### src/rtl/wrsv_pkg.sv
package wrsv_pkg;

  typedef enum logic {
    MODE_OPEN  = 1'b0,
    MODE_SPLIT = 1'b1
  } mode_e;

  // Fill permission of one way for one thread under the current mode.
  function automatic logic way_allowed(input int unsigned way,
                                       input int unsigned rsv,
                                       input logic        split,
                                       input logic        tid);
    logic shared_w;
    logic own_w;
    shared_w = (way >= 2 * rsv);
    own_w    = tid ? ((way >= rsv) && (way < 2 * rsv)) : (way < rsv);
    return !split || shared_w || own_w;
  endfunction

endpackage

### src/rtl/wrsv_hit_detect.sv
module wrsv_hit_detect #(
  parameter int unsigned WAYS  = 8,
  parameter int unsigned TAG_W = 6,
  localparam int unsigned WAY_W = $clog2(WAYS)
) (
  input  logic [WAYS-1:0]       row_vld,
  input  logic [WAYS*TAG_W-1:0] row_tags,
  input  logic [TAG_W-1:0]      tag,
  output logic                  hit,
  output logic [WAY_W-1:0]      hit_way
);

  logic [WAYS-1:0] match;

  for (genvar w = 0; w < WAYS; w++) begin : g_cmp
    assign match[w] = row_vld[w] && (row_tags[w*TAG_W +: TAG_W] == tag);
  end

  always_comb begin
    hit_way = '0;
    for (int w = 0; w < WAYS; w++) begin
      if (match[w]) hit_way = WAY_W'(w);
    end
  end

  assign hit = |match;

endmodule

### src/rtl/wrsv_victim_pick.sv
module wrsv_victim_pick
  import wrsv_pkg::*;
#(
  parameter int unsigned WAYS = 8,
  parameter int unsigned RSV  = 2,
  localparam int unsigned WAY_W = $clog2(WAYS),
  localparam int unsigned AGE_W = WAY_W
) (
  input  logic [WAYS-1:0]       row_vld,
  input  logic [WAYS*AGE_W-1:0] row_age,
  input  logic                  split,
  input  logic                  tid,
  output logic [WAY_W-1:0]      victim
);

  logic [WAYS-1:0]  elig;
  logic             have_free;
  logic [WAY_W-1:0] free_way;
  logic             have_old;
  logic [WAY_W-1:0] old_way;
  logic [AGE_W-1:0] old_age;

  for (genvar w = 0; w < WAYS; w++) begin : g_elig
    assign elig[w] = way_allowed(w, RSV, split, tid);
  end

  always_comb begin
    have_free = 1'b0;
    free_way  = '0;
    for (int w = WAYS - 1; w >= 0; w--) begin
      if (elig[w] && !row_vld[w]) begin
        have_free = 1'b1;
        free_way  = WAY_W'(w);
      end
    end
    have_old = 1'b0;
    old_way  = '0;
    old_age  = '0;
    for (int w = 0; w < WAYS; w++) begin
      if (elig[w] && (!have_old || (row_age[w*AGE_W +: AGE_W] > old_age))) begin
        have_old = 1'b1;
        old_way  = WAY_W'(w);
        old_age  = row_age[w*AGE_W +: AGE_W];
      end
    end
    victim = have_free ? free_way : old_way;
  end

endmodule

### src/rtl/wrsv_mode_ctl.sv
module wrsv_mode_ctl
  import wrsv_pkg::*;
#(
  parameter int unsigned TIMEOUT = 16,
  localparam int unsigned CNT_W = $clog2(TIMEOUT + 1)
) (
  input  logic clk,
  input  logic rst_n,
  input  logic req_valid,
  input  logic req_tid,
  input  logic thread_start,
  output logic split,
  output logic flush
);

  mode_e            mode_q, mode_d;
  logic [CNT_W-1:0] idle_q [2];
  logic [CNT_W-1:0] idle_d [2];
  logic             expire;
  logic             cnt_en;

  always_comb begin
    mode_d = mode_q;
    flush  = 1'b0;
    expire = 1'b0;
    for (int t = 0; t < 2; t++) idle_d[t] = '0;
    if (mode_q == MODE_OPEN) begin
      if (thread_start) begin
        mode_d = MODE_SPLIT;
        flush  = 1'b1;
      end
    end else begin
      for (int t = 0; t < 2; t++) begin
        if (req_valid && (req_tid == 1'(t))) idle_d[t] = '0;
        else                                 idle_d[t] = idle_q[t] + 1'b1;
        if (idle_d[t] == CNT_W'(TIMEOUT)) expire = 1'b1;
      end
      if (expire) begin
        mode_d = MODE_OPEN;
        flush  = 1'b1;
        for (int t = 0; t < 2; t++) idle_d[t] = '0;
      end
    end
  end

  assign cnt_en = (mode_q == MODE_SPLIT);

  always_ff @(posedge clk or negedge rst_n) begin
    if (!rst_n) begin
      mode_q <= MODE_OPEN;
      for (int t = 0; t < 2; t++) idle_q[t] <= '0;
    end else begin
      mode_q <= mode_d;
      if (cnt_en) begin
        for (int t = 0; t < 2; t++) idle_q[t] <= idle_d[t];
      end
    end
  end

  assign split = (mode_q == MODE_SPLIT);

endmodule

### src/rtl/wrsv_cache_ctl.sv
module wrsv_cache_ctl #(
  parameter int unsigned WAYS    = 8,
  parameter int unsigned SETS    = 4,
  parameter int unsigned TAG_W   = 6,
  parameter int unsigned RSV     = 2,
  parameter int unsigned TIMEOUT = 16,
  localparam int unsigned WAY_W  = $clog2(WAYS),
  localparam int unsigned SET_W  = $clog2(SETS),
  localparam int unsigned AGE_W  = WAY_W
) (
  input  logic             clk,
  input  logic             rst_n,
  input  logic             req_valid,
  input  logic             req_tid,
  input  logic [SET_W-1:0] req_set,
  input  logic [TAG_W-1:0] req_tag,
  input  logic             thread_start,
  output logic             rsp_hit,
  output logic [WAY_W-1:0] rsp_way,
  output logic             part_mode
);

  localparam logic [WAYS-1:0] RSV_MASK = WAYS'((64'd1 << (2 * RSV)) - 64'd1);

  // reset synchronizer: assert asynchronously, release on the clock
  logic [1:0] rst_sync_q;
  logic       rst_int_n;

  always_ff @(posedge clk or negedge rst_n) begin
    if (!rst_n) rst_sync_q <= 2'b00;
    else        rst_sync_q <= {rst_sync_q[0], 1'b1};
  end
  assign rst_int_n = rst_sync_q[1];

  // per-set state
  logic [WAYS-1:0]  vld_q [SETS];
  logic [WAYS-1:0]  vld_d [SETS];
  logic [TAG_W-1:0] tag_q [SETS][WAYS];
  logic [TAG_W-1:0] tag_d [SETS][WAYS];
  logic [AGE_W-1:0] age_q [SETS][WAYS];
  logic [AGE_W-1:0] age_d [SETS][WAYS];

  logic [WAYS*TAG_W-1:0] row_tags;
  logic [WAYS*AGE_W-1:0] row_age;
  logic [WAYS-1:0]       row_vld;
  logic [SETS*WAYS-1:0]  vld_flat;

  logic             hit;
  logic [WAY_W-1:0] hit_way;
  logic [WAY_W-1:0] vict_way;
  logic [WAY_W-1:0] acc_way;
  logic             flush;
  logic             split;
  logic             arr_en;

  assign row_vld = vld_q[req_set];
  for (genvar w = 0; w < WAYS; w++) begin : g_row
    assign row_tags[w*TAG_W +: TAG_W] = tag_q[req_set][w];
    assign row_age[w*AGE_W +: AGE_W]  = age_q[req_set][w];
  end
  for (genvar s = 0; s < SETS; s++) begin : g_flat
    assign vld_flat[s*WAYS +: WAYS] = vld_q[s];
  end

  wrsv_hit_detect #(.WAYS(WAYS), .TAG_W(TAG_W)) u_hit (
    .row_vld  (row_vld),
    .row_tags (row_tags),
    .tag      (req_tag),
    .hit      (hit),
    .hit_way  (hit_way)
  );

  wrsv_victim_pick #(.WAYS(WAYS), .RSV(RSV)) u_vict (
    .row_vld (row_vld),
    .row_age (row_age),
    .split   (split),
    .tid     (req_tid),
    .victim  (vict_way)
  );

  wrsv_mode_ctl #(.TIMEOUT(TIMEOUT)) u_mode (
    .clk          (clk),
    .rst_n        (rst_int_n),
    .req_valid    (req_valid),
    .req_tid      (req_tid),
    .thread_start (thread_start),
    .split        (split),
    .flush        (flush)
  );

  assign acc_way = hit ? hit_way : vict_way;

  // next state: access update first, mode-change invalidation overrides it
  always_comb begin
    vld_d = vld_q;
    tag_d = tag_q;
    age_d = age_q;
    if (req_valid) begin
      for (int w = 0; w < WAYS; w++) begin
        if (WAY_W'(w) == acc_way)
          age_d[req_set][w] = '0;
        else if (age_q[req_set][w] < age_q[req_set][acc_way])
          age_d[req_set][w] = age_q[req_set][w] + 1'b1;
      end
      if (!hit) begin
        vld_d[req_set][acc_way] = 1'b1;
        tag_d[req_set][acc_way] = req_tag;
      end
    end
    if (flush) begin
      for (int s = 0; s < SETS; s++) vld_d[s] = vld_d[s] & ~RSV_MASK;
    end
  end

  assign arr_en = req_valid | flush;

  always_ff @(posedge clk or negedge rst_int_n) begin
    if (!rst_int_n) begin
      for (int s = 0; s < SETS; s++) begin
        vld_q[s] <= '0;
        for (int w = 0; w < WAYS; w++) begin
          tag_q[s][w] <= '0;
          age_q[s][w] <= AGE_W'(w);
        end
      end
    end else if (arr_en) begin
      vld_q <= vld_d;
      tag_q <= tag_d;
      age_q <= age_d;
    end
  end

  assign rsp_hit   = hit;
  assign rsp_way   = acc_way;
  assign part_mode = split;

endmodule

### config.mk
export PLATFORM = sky130hd
export DESIGN_NAME = wrsv_cache_ctl
export DESIGN_NICKNAME = d
export VERILOG_FILES = /design/src/rtl/wrsv_pkg.sv /design/src/rtl/wrsv_hit_detect.sv /design/src/rtl/wrsv_victim_pick.sv /design/src/rtl/wrsv_mode_ctl.sv /design/src/rtl/wrsv_cache_ctl.sv
export SDC_FILE = /design/constraint.sdc
export NUM_CORES = 1
export LEC_CHECK = 0
export BUFFER_PORTS_ARGS = -buffer_cell sky130_fd_sc_hd__buf_2
export CAP_MARGIN = 20
export CORE_ASPECT_RATIO = 0.6
export CORE_MARGIN = 4
export CORE_UTILIZATION = 53
export CTS_CLUSTER_DIAMETER = 60
export CTS_CLUSTER_SIZE = 10
export DETAILED_ROUTE_END_ITERATION = 7
export PLACE_DENSITY = 0.76
export SLEW_MARGIN = 40
export SYNTH_ARGS = -nofsm -noshare
export SYNTH_HDL_FRONTEND = slang
export SYNTH_SLANG_ARGS = --single-unit
### constraint.sdc
create_clock -name clk -period 16.6 [get_ports clk]
set_input_delay 3.32 -clock clk [delete_from_list [all_inputs] [get_ports clk]]
set_output_delay 3.32 -clock clk [all_outputs]
set_load 0.01 [all_outputs]
* Word-level counts from Yosys, hierarchy flattened
Cells that the tools add are included.
** Word-level totals
- Bits in registers :: 333
- Input port bits :: 13
- Output and inout port bits :: 5
- Word-level logic and storage cells :: 326
** Cells by class
- Add/sub/neg operators :: 10
- $lt $le $gt $ge :: 21
- Equal/unequal tests :: 18
- Multiplexer cells :: 132
- Bitwise logic cells :: 22
- Reductions and logical operators :: 47
** Operators with widths (count)
- 96-bit two-way mux :: 23
- 96-bit AND :: 8
- 96-bit bitwise mux :: 8
- 96-bit NOT :: 8
- 24-bit demux with 2-bit select :: 8
- 192-bit bitwise mux :: 1
- 48-bit two-way mux :: 3
- 48-bit binary-select mux with 2-bit select :: 1
- 48-bit demux with 2-bit select :: 1
- 3-bit two-way mux :: 28
- 24-bit two-way mux :: 3
- 32-bit two-way mux :: 2
- 24-bit binary-select mux with 2-bit select :: 1
- 6-bit equality test :: 8
- 32-bit OR :: 1
- 1-bit two-way mux :: 28
- 28-bit two-way mux :: 1
- 3-bit by 1-bit adder with 3-bit output, second input constant :: 8
- 3-bit < comparator :: 8
- 8-bit two-way mux :: 3
- 3-bit greater-than comparator :: 7
- 21-bit two-way mux :: 1
- 1-bit logical AND :: 20
- 5-bit two-way mux :: 4
- 35 further kinds :: 66

* Longest topological paths before layout
Gate-level depths: netlist of run 1.
- Depth after elaboration :: 66
- Depth in mapped cells :: 65
- Gate-level depth less buffers :: 56

* Modules after synthesis
Synthesis of run 1 repeated with hierarchy kept, for this count alone.
** Second synthesis, totals
- Cell total of the unflattened synthesis :: 1660
- Area total of the unflattened synthesis :: 19498.7 sq um
** Modules (own cells, without submodules)
- wrsv_cache_ctl :: times used 1, cells an instance 1370, area each 17065.1 sq um, sequential area each 8117.8 sq um
- wrsv_victim_pick :: times used 1, cells an instance 142, area each 1112.3 sq um, sequential area each 0.0 sq um
- wrsv_hit_detect :: times used 1, cells an instance 81, area each 681.9 sq um, sequential area each 0.0 sq um
- wrsv_mode_ctl :: times used 1, cells an instance 67, area each 639.4 sq um, sequential area each 275.3 sq um

* Worst setup path after synthesis of run 1
Ideal clock, no wire load.
- Path type :: in2out
- Start point :: in req_set[0]
- End point :: out rsp_way[1]
- Data arrival time :: 14.095 ns
- Required time :: 13.280 ns
- Setup slack :: -0.815 ns
- Cell stages on the path :: 47
- Buffers on the path :: 8
- Cells stage by stage :: buf_6 > buf_6 > buf_4 > buf_2 > buf_2 > buf_2 > buf_2 > mux4_2 > ha_1 > o2111ai_1 > mux2_2 > ha_1 > and3_1 > nor4_1 > a21o_1 > mux2i_1 > ha_1 > and3_1 > [11 not listed] > ha_1 > nor2b_1 > o21ai_0 > a32oi_1 > mux2_2 > ha_1 > o21ai_0 > a32oi_1 > inv_1 > mux2_2 > ha_1 > nor2b_1 > o21ai_0 > a32oi_1 > or3b_1 > o31a_1 > a221o_2 > buf_2
** Between the ends
- Word-level cells in the longest chain between the ends :: 31
- Elaborated cells between the ends (all ways) :: 101
- Classes of those cells :: order compare: 7; eq/ne: 8; mux: 52; bitwise: 1; reduce/logical: 33
** RTL lines
- start, declared :: line wrsv_cache_ctl.sv:15 : input logic [SET_W-1:0] req_set,
- 2-bit NOT with 3-bit output (implied by the code) * :: line wrsv_cache_ctl.sv:56, wrsv_cache_ctl.sv:58, wrsv_cache_ctl.sv:59
- 24-bit binary-select mux with 2-bit select :: line wrsv_cache_ctl.sv:59 : assign row_age[w*AGE_W +: AGE_W] = age_q[req_set][w];
- 24-bit two-way mux (implied by the code) (2 in a row) :: line wrsv_cache_ctl.sv:59
- 3-bit two-way mux :: line wrsv_victim_pick.sv:40 : if (elig[w] && (!have_old || (row_age[w*AGE_W +: AGE_W] > old_age))) begin
- 3-bit greater-than comparator :: line wrsv_victim_pick.sv:40
- 1-bit logical OR :: line wrsv_victim_pick.sv:40
- 1-bit logical AND :: line wrsv_victim_pick.sv:40
- 3-bit two-way mux / 1-bit two-way mux (equally long branches) :: line wrsv_victim_pick.sv:40
- [14 not listed]
- 3-bit greater-than comparator / 1-bit logical NOT (equally long branches) :: line wrsv_victim_pick.sv:40
- 1-bit logical OR :: line wrsv_victim_pick.sv:40
- 3-bit two-way mux / 1-bit two-way mux (equally long branches) :: line wrsv_victim_pick.sv:40
- 3-bit greater-than comparator / 1-bit logical NOT (equally long branches) :: line wrsv_victim_pick.sv:40
- 1-bit logical OR :: line wrsv_victim_pick.sv:40
- 3-bit two-way mux :: line wrsv_victim_pick.sv:40
- 3-bit two-way mux :: line wrsv_victim_pick.sv:46 : victim = have_free ? free_way : old_way;
- 3-bit two-way mux * :: line wrsv_cache_ctl.sv:91 : assign acc_way = hit ? hit_way : vict_way;
- end, declared :: line wrsv_cache_ctl.sv:19 : output logic [WAY_W-1:0] rsp_way,
Mark *: on every way between the ends. The rest lies on a longest branch, timed or not. The select of a mux whose other input is x is not followed.

* Worst setup path after layout of run 1
Ends and elaborated chain as after synthesis.

==> flow_summary.toml, run 1 <==
[route]
highest_layer = "met4"
post_drt_wl_per_cell_um = 23.6
met1_length_mm = 20.0
drt_iter0_drc = 1231
routed_wl_mm = 43.2
ant_nets = 0
dr.pass1.iters = 6
viasPerCell = 6.46
wl_met3_mm = 3.86
drc_errors = 0
via_count = 11900
routed-wl-met2_mm = 18.5

[global_routing]
antenna_found_initial = 0
grt_max_degree = 105
grt_pass1_wl_mm = 69.0
overflow = 0
grt_pass1_vias = 12000
grt_usage_pct = 24.1

[power]
p_leak_nw = 8.39
swShare_pct = 38.8
irDropWorstVdd_mv = 0.141
p_seq_share_pct = 32.1
pwr-share-comb_pct = 48.2
p_switching_mw = 1.56
p_per_area_nw_per_um2 = 208
intPower_mw = 2.46
finalPower_mw = 4.02
clkPwrFrac_pct = 19.7

[logic_synthesis]
syn_nets = 1408
synthCells = 1364
synth_most_common_cell = "dfrtp_1"
synth.ff_latch_count = 333
syn_avg_cell_area_um2 = 12.8
yosysTopAreaCell = "dfrtp_1"
synth_area_leaders = "dfrtp_1 41%, mux2_2 13%, mux4_2 9.1%, dfstp_2 7.2%, ha_1 2.2%"
yosysTopAreaCellShare_pct = 41.0
syn-cell-area_um2 = 17400
yosysWarnings = 0
ys_async_sr_fraction_pct = 100
synth-edff-count = 0
synth_top_flop_cell = "dfrtp_1"
synth_common_cells = "285 x dfrtp_1, 201 x mux2_2, 70 x mux4_2"
ys_seq_area_share_pct = 48.2
yosys.cell_types.count = 82

[timing]
maxSlewViolCount = 0
setup_viol = 0
worstMarginPinSlew_ps = 814
period_needed_ps = 16290
maxSlewHeadroom_pct = 45.3
fmax_ghz = 0.0614
fin_crit_sh_pct = 98.1
fin_skew_ps = 24.2
finalHoldViolCount = 0

[clocking]
numClockSinks = 333
cts_tree = "done"
htreeDepth = 2
clock_latency_ps = 550
clkSlewWorstSetupHoldPaths_ps = 60
numCtsBuffers = 39
root_buffer = "clkbuf_16"
clk_path_buf_depth = 3

[placed_design]
port_buffers = 17
gp_congestion = 1.00
hpwl_mm = 28.7
dpl.cell_count = 1752

[final_layout]
drive_gt1_share_pct = 35.3
syn_to_final_growth_pct = 11.0
n_fill_cell = 2525
final_nets = 1432
fin_cells = 1836
antennaDiodeCount = 0

[worst_setup_path]
crit_end = "rsp_way[1]"
end_kind = "output port"
crit_arrival_ps = 12970
r2r-start = "age_q[93]"
crit_slowest_cell = "mux4_2"
path_class = "input pin to output port"
cp_max_fo = 9
reg2regPathDepth = 48
cpPeakStageDelay_ps = 550
reg2reg_slack_ps = 4340
crit_path_start_kind = "input pin"
crit_top_cell = "ha_1"
crit_start = "req_set[0]"
r2r_end = "age_q[8]"
required_ps = 13280

[run]
maxCapViolCount = 0

[die]
core_um2 = 32400
dieArea_um2 = 35900
die_w_um = 242
rows = 51
start_util_pct = 53.7
die_h_um = 148
ios = 18

[run_status]
run_status = "complete, no violations"

[hold_path]
hold_class = "register to async pin"
-- cell families after synthesis --
kind of cell	synth area share [%]
AO/OA/AOI/OAI	11.7
other	0.0215
AND/OR/NAND/NOR	6.98
XOR/XNOR	2.97
adder cells (fa/ha/maj)	2.47
buffers and inverters	3.55
multiplexers	24.1
flip-flops	48.2
-- state kept, by name (all words and copies together) (netlist names) --
register,flops
age_q,96
rst_sync_q,2
tag_q,192
u_mode.idle_q,10
u_mode.split,1
vld_flat,32
-- layer usage --
layer / global-route usage [%] / up-vias
met1: 36.7 / 6152
met3: 6.77 / 67
met2: 34.7 / 467
met5: 0 / -
met4: 5.28 / 0
li1: - / 5177
-- placed cells by master, fill, tap and decap left out, types with 8 or more instances in the layout --
cell type,n
a31oi_1,17
o2bb2ai_1,11
nand4_1,12
buf_2,12
inv_1,55
o21ai_0,18
dfstp_2,48
a32o_1,25
nor2b_1,8
o32ai_1,13
xor2_1,24
buf_4,43
a21oi_1,31
clkbuf_16,39
mux4_2,70
nand3_1,21
o21a_1,18
nand2_1,52
o21ai_1,13
nor3_1,8
mux2_2,200
a22o_1,40
xnor2_1,35
nand2b_1,11
clkbuf_1,21
dfrtp_1,284
or2_2,17
ha_1,31
mux2i_1,31
nor2_1,64
-- power by group through the flow --
stage | clock (mW) | sequential [mW] | combinational (mW)
final | 0.792 | 1.29 | 1.93
after global routing | 0.844 | 1.32 | 2.10
after CTS | 0.804 | 1.28 | 1.77
after detailed placement | 0 | 1.29 | 1.72
after global placement | 0 | 1.28 | 1.65
after floorplan | 0 | 1.25 | 1.36
-- critical path, delay by kind of cell --
family                     cells  cell delay (ps)
AOI/OAI and AO/OA             17             3340
adders and majority gates      7             2100
buffers and inverters          6              780
muxes                          6             2250
and+or+nand+nor                7             1160
-- worst min-delay path by stage --
stage | to | slack (ps) | start
after floorplan | rst_sync_q[1] | 330 | rst_sync_q[0]
after global placement | rst_sync_q[1] | 330 | rst_sync_q[0]
after detailed placement | tag_q[163] | 160 | rst_sync_q[1]
after CTS | tag_q[89] | 170 | rst_sync_q[1]
after global routing | tag_q[89] | 180 | rst_sync_q[1]
final | tag_q[89] | 160 | rst_sync_q[1]
-- stage by stage --
stage | hold slack, ps | cell area (um2) | TNS (ps) | setup slack (ps) | utilization (%)
6_report | 160 | 19300 | 0 | 314 | 59.6
5_1_grt | 176 | 19300 | -94.0 | -60.5 | 59.6
4_1_cts | 165 | 19100 | 0 | 132 | 59.0
3_5_place_dp | 164 | 18000 | -274 | -177 | 55.4
3_3_place_gp | 335 | 17900 | 0 | 126 | 55.1
2_1_floorplan | 331 | 17500 | 0 | 22.9 | -
-- area by class of cell --
cell class	instances	area [um2]	area share, %
multi-input cells	894	8540	44.2
flip-flops and latches	333	8400	43.4
clock buffers	60	1050	5.46
well taps	424	531	2.74
repair buffers	61	495	2.56
inverters	59	224	1.16
clock inverters	5	87.6	0.453
-- what timing repair did --
| action | 4_1_cts | 5_1_grt |
|---|---|---|
| setup endpoints to repair | 2 | 3 |
| pin swaps | 2 | 8 |
| setup buffers | 4 | 15 |
| resized for setup | 1 | 23 |
| endpoints found under the hold margin | 0 | 0 |
| hold buffers | 0 | 0 |
Power figures use the tool's default switching activity.
==> run 2, diff against run 1 <==
MAX_ROUTING_LAYER = met4   (was default)
==> run 2 against run 1 <==
  * Wire length fell by 0.32%
  * Clock power fell by 3.5%
  * Via count fell by 0.78%
  * Clock-buffer cell count fell by 7
  * First-iteration DRC count rose by 11%
  * Die area did not move
  * Maximum frequency rose by 0.11%
  * Combinational power barely moved
  * Clock skew fell by 3.4 ps
==> flow_summary.toml, run 2 (synthesis gave the netlist of run 1 again) <==
[run_status]
run_status = "complete, no violations"

[clocking]
numClockSinks = 333
clk_path_buf_depth = 3
clock_latency_ps = 540
clkSlewWorstSetupHoldPaths_ps = 50
numCtsBuffers = 39
root_buffer = "clkbuf_16"
cts_tree = "done"
htreeDepth = 2

[final_layout]
n_fill_cell = 2539
multi_input_area_um2 = 8560
final_nets = 1431
syn_to_final_growth_pct = 10.8
seq_area_um2 = 8400
largest_register_ffs = 192
final_cell_mix = "284 x dfrtp_1, 200 x mux2_2, 70 x mux4_2, 63 x nor2_1, 56 x inv_1"
antennaDiodeCount = 0
final_common_cell = "dfrtp_1"
drive_gt1_share_pct = 35.6
largest-register = "tag_q"

[worst_setup_path]
cpPeakStageDelay_ps = 550
end_kind = "output port"
cp_max_fo = 12
path_class = "input pin to output port"
crit_arrival_ps = 12950
crit_top_cell = "ha_1"
reg2regPathDepth = 50
crit_path_start_kind = "input pin"
crit_slowest_cell = "mux4_2"
required_ps = 13280

[die]
die_h_um = 148
die_w_um = 242
start_util_pct = 53.7
core_um2 = 32400
dieArea_um2 = 35900
rows = 51
ios = 18

[global_routing]
grt_max_degree = 96
use_met2_pct = 34.6
grt_pass1_wl_mm = 69.2
met3_usage_pct = 5.69
top_usage_layer = "met1"
antenna_found_initial = 0
grt_pass1_vias = 11900
grt_usage_pct = 25.0
overflow = 0
grt_use_met1_pct = 38.1

[timing]
setup_viol = 0
fin_skew_ps = 20.8
worstMarginPinSlew_ps = 868
fin_crit_sh_pct = 98.0
maxSlewViolCount = 0
fmax_ghz = 0.0615
period_needed_ps = 16270
maxSlewHeadroom_pct = 41.6
finalHoldViolCount = 0
hold_slack_ps = 256

[power]
irDropWorstVdd_mv = 0.159
clkPwrFrac_pct = 19.0
p_leak_nw = 8.36
p_switching_mw = 1.55
intPower_mw = 2.47
swShare_pct = 38.5
pwr-share-comb_pct = 48.8
p_per_area_nw_per_um2 = 208
p_seq_share_pct = 32.2
finalPower_mw = 4.01

[hold_path]
hold_class = "register to async pin"

[run]
maxCapViolCount = 0

[route]
dr.pass1.iters = 5
viasPerCell = 6.45
post_drt_wl_per_cell_um = 23.6
drc_errors = 0
ant_nets = 0
routed_wl_mm = 43.1
drt_iter0_drc = 1372
via_count = 11800

[placed_design]
hpwl_mm = 28.8
port_buffers = 17
gp_congestion = 0.986
[run 2: critical path: cells and delay by family]
family | cells | cell delay [ps]
compound gates | 15 | 3080
fa+ha+maj | 7 | 2020
buf+inv | 8 | 1030
simple gates | 8 | 1460
mux | 6 | 2030
[run 2: path summary, 6_finish.rpt]
path / from / endpoint / slack, ps
max: req_set[0] / rsp_way[1] / 330
min: rst_sync_q[1] / tag_q[19] / 260
max reg2reg: age_q[93] / age_q[79] / 4150
min reg2reg: rst_sync_q[1] / tag_q[19] / 260
max in group asynchronous: rst_n / rst_sync_q[1] / 13920
min in group clk: rst_sync_q[0] / rst_sync_q[1] / 350
[run 2: routing by layer]
layer	share of wire, %	routed length (um)
met1	46	20000
met2	42	18200
met3	9.4	4070
met4	1.9	801
met5	0	0
[run 2: per-stage QoR]
stage          instances  setup slack [ps]  cell area [um2]  TNS, ps  util (%)
5_1_grt             1826              -182            19300     -397      59.5
4_1_cts             1811              77.9            19100        0      58.8
3_3_place_gp        1750               133            17900        0      55.1
3_5_place_dp        1753              -312            18000     -605      55.4
2_1_floorplan       1364              22.9            17500        0         -
6_report            1826               332            19300        0      59.5
[run 2: area by class of cell]
| class | instances | share of cell area (%) |
|---|---|---|
| repair buffers | 60 | 2.61 |
| clock inverters | 3 | 0.227 |
| multi-input cells | 894 | 44.4 |
| clock buffers | 53 | 5.33 |
| inverters | 59 | 1.16 |
| flip-flops and latches | 333 | 43.5 |
| well taps | 424 | 2.75 |
[run 2: repair_timing]
item                                    in CTS  in global routing
pin swaps                                    2                 11
buffers inserted                             2                 15
hold buffers                                 0                  0
resized for setup                            2                 27
endpoints found under the setup margin       3                  3
[run 2: power by group through the flow]
| stage | registers [mW] | clock network, mW | logic [mW] |
|---|---|---|---|
| global placement | 1.28 | 0 | 1.68 |
| global route | 1.32 | 0.814 | 2.12 |
| detailed placement | 1.29 | 0 | 1.75 |
| CTS | 1.29 | 0.778 | 1.78 |
| finish | 1.29 | 0.764 | 1.96 |
| floorplan | 1.25 | 0 | 1.36 |
==> run 3, diff against run 2 <==
MAX_ROUTING_LAYER = default   (was met4)
PLACE_DENSITY = 0.73   (was 0.76)
==> run 3 against run 2 <==
  * Global-route usage down 0.96 points
  * Largest cell class unchanged
  * Via count down 0.38%
  * Critical path depth unchanged
  * Critical endpoint unchanged
  * Total power down 2.2%
  * Sequential cell count unchanged
  * Sequential share of layout area up 0.31 points
==> flow_summary.toml, run 3 (synthesis gave the netlist of run 1 again) <==
[global_routing]
antenna_found_initial = 0
grt_pass1_vias = 12100
grt_max_degree = 86
grt_pass1_wl_mm = 68.9
overflow = 0
grt_usage_pct = 24.1

[die]
core_um2 = 32400
dieArea_um2 = 35900
rows = 51
die_h_um = 148
ios = 18
start_util_pct = 53.7
die_w_um = 242

[worst_setup_path]
r2r-start = "u_mode.split"
crit_path_start_kind = "input pin"
crit_slowest_cell = "mux4_2"
r2r_end = "age_q[31]"
cpPeakStageDelay_ps = 590
path_class = "input pin to output port"
reg2regPathDepth = 50
crit_arrival_ps = 12880
crit_top_cell = "ha_1"
reg2reg_slack_ps = 4380
cp_max_fo = 8
required_ps = 13280
end_kind = "output port"

[run_status]
run_status = "complete, no violations"

[route]
routed_wl_mm = 42.7
drc_errors = 0
routed-wl-met2_mm = 17.9
drt_iter0_drc = 1032
via_count = 11700
met1_length_mm = 20.6
highest_layer = "met4"
ant_nets = 0
post_drt_wl_per_cell_um = 23.5
dr.pass1.iters = 5
viasPerCell = 6.45
wl_met3_mm = 3.22

[clocking]
clkSlewWorstSetupHoldPaths_ps = 60
clock_latency_ps = 550
cts_tree = "done"
root_buffer = "clkbuf_16"
clk_path_buf_depth = 3
numClockSinks = 333
numCtsBuffers = 39
htreeDepth = 2

[final_layout]
largest_register_ffs = 192
drive_gt1_share_pct = 34.8
final_nets = 1421
design_area_um2 = 19200
largest-register = "tag_q"
seq_area_um2 = 8400
syn_to_final_growth_pct = 10.0
final_cell_mix = "283 x dfrtp_1, 199 x mux2_2, 70 x mux4_2, 66 x nor2_1, 57 x inv_1"
n_fill_cell = 2520
antennaDiodeCount = 0
multi_input_area_um2 = 8550
final_common_cell = "dfrtp_1"

[power]
p_seq_share_pct = 33.0
p_switching_mw = 1.51
clkPwrFrac_pct = 19.6
intPower_mw = 2.42
swShare_pct = 38.4
irDropWorstVdd_mv = 0.183
pwr-share-comb_pct = 47.4
p_per_area_nw_per_um2 = 205
finalPower_mw = 3.93
p_leak_nw = 8.30

[timing]
hold_slack_ps = 327
setup_viol = 0
fin_ws_ps = 396
fin_crit_sh_pct = 97.6
maxSlewHeadroom_pct = 42.6
fmax_ghz = 0.0617
finalHoldViolCount = 0
period_needed_ps = 16200
fin_skew_ps = 26.9
maxSlewViolCount = 0
worstMarginPinSlew_ps = 861

[placed_design]
port_buffers = 17
placed_area_um2 = 17900
hpwl_mm = 28.1
pre_cts_slack_ps = -5.67
gp_congestion = 0.938

[run]
maxCapViolCount = 0

[hold_path]
hold_class = "register to async pin"
## run 3: routing by layer
metal  up-vias  global-route usage, %
met2       420                   34.1
met5         -                      0
met3        84                   5.53
li1       5136                      -
met4         0                   6.47
met1      6085                   37.4
## run 3: worst max-delay path by stage
| stage | startpoint | to | cells past startpoint |
|---|---|---|---|
| after detailed placement | req_set[0] | rsp_way[2] | 46 |
| after global placement | req_set[0] | rsp_way[2] | 46 |
| after global routing | req_set[0] | rsp_way[1] | 45 |
| after floorplan | req_set[0] | rsp_way[1] | 47 |
| after CTS | req_set[0] | rsp_way[2] | 47 |
| final | req_set[0] | rsp_way[1] | 44 |
## run 3: cell type report
type                    count  share of cell area, %
clock buffers              54                   5.50
flip-flops and latches    333                   43.8
multi-input cells         894                   44.6
repair buffers             50                   1.93
well taps                 424                   2.77
clock inverters             3                  0.176
inverters                  59                   1.17
## run 3: worst max-delay path, delay by kind of cell
kind | cells | cell delay (ps)
fa+ha+maj | 7 | 2090
mux | 5 | 1840
compound gates | 16 | 3070
simple gates | 9 | 1750
buf+inv | 7 | 800
## run 3: power by group through the flow
stage / clock (mW) / sequential [mW] / combinational (mW)
floorplan: 0 / 1.25 / 1.36
global placement: 0 / 1.29 / 1.67
detailed placement: 0 / 1.30 / 1.74
CTS: 0.784 / 1.29 / 1.75
global route: 0.818 / 1.33 / 2.03
finish: 0.768 / 1.30 / 1.86
## run 3: per-stage QoR
step | setup TNS (ps) | cells | util (%)
CTS | 0 | 1809 | 58.6
finish | 0 | 1817 | 59.1
detailed placement | -5.67 | 1752 | 55.2
floorplan | 0 | 1364 | -
global route | -70.7 | 1817 | 59.1
global placement | 0 | 1752 | 55.2
## run 3: timing repair
action	CTS	global route
gates cloned	0	0
endpoints found under the setup margin	1	3
pin swaps	0	9
hold buffers	0	0
gates resized for setup	1	20
buffers inserted	0	8
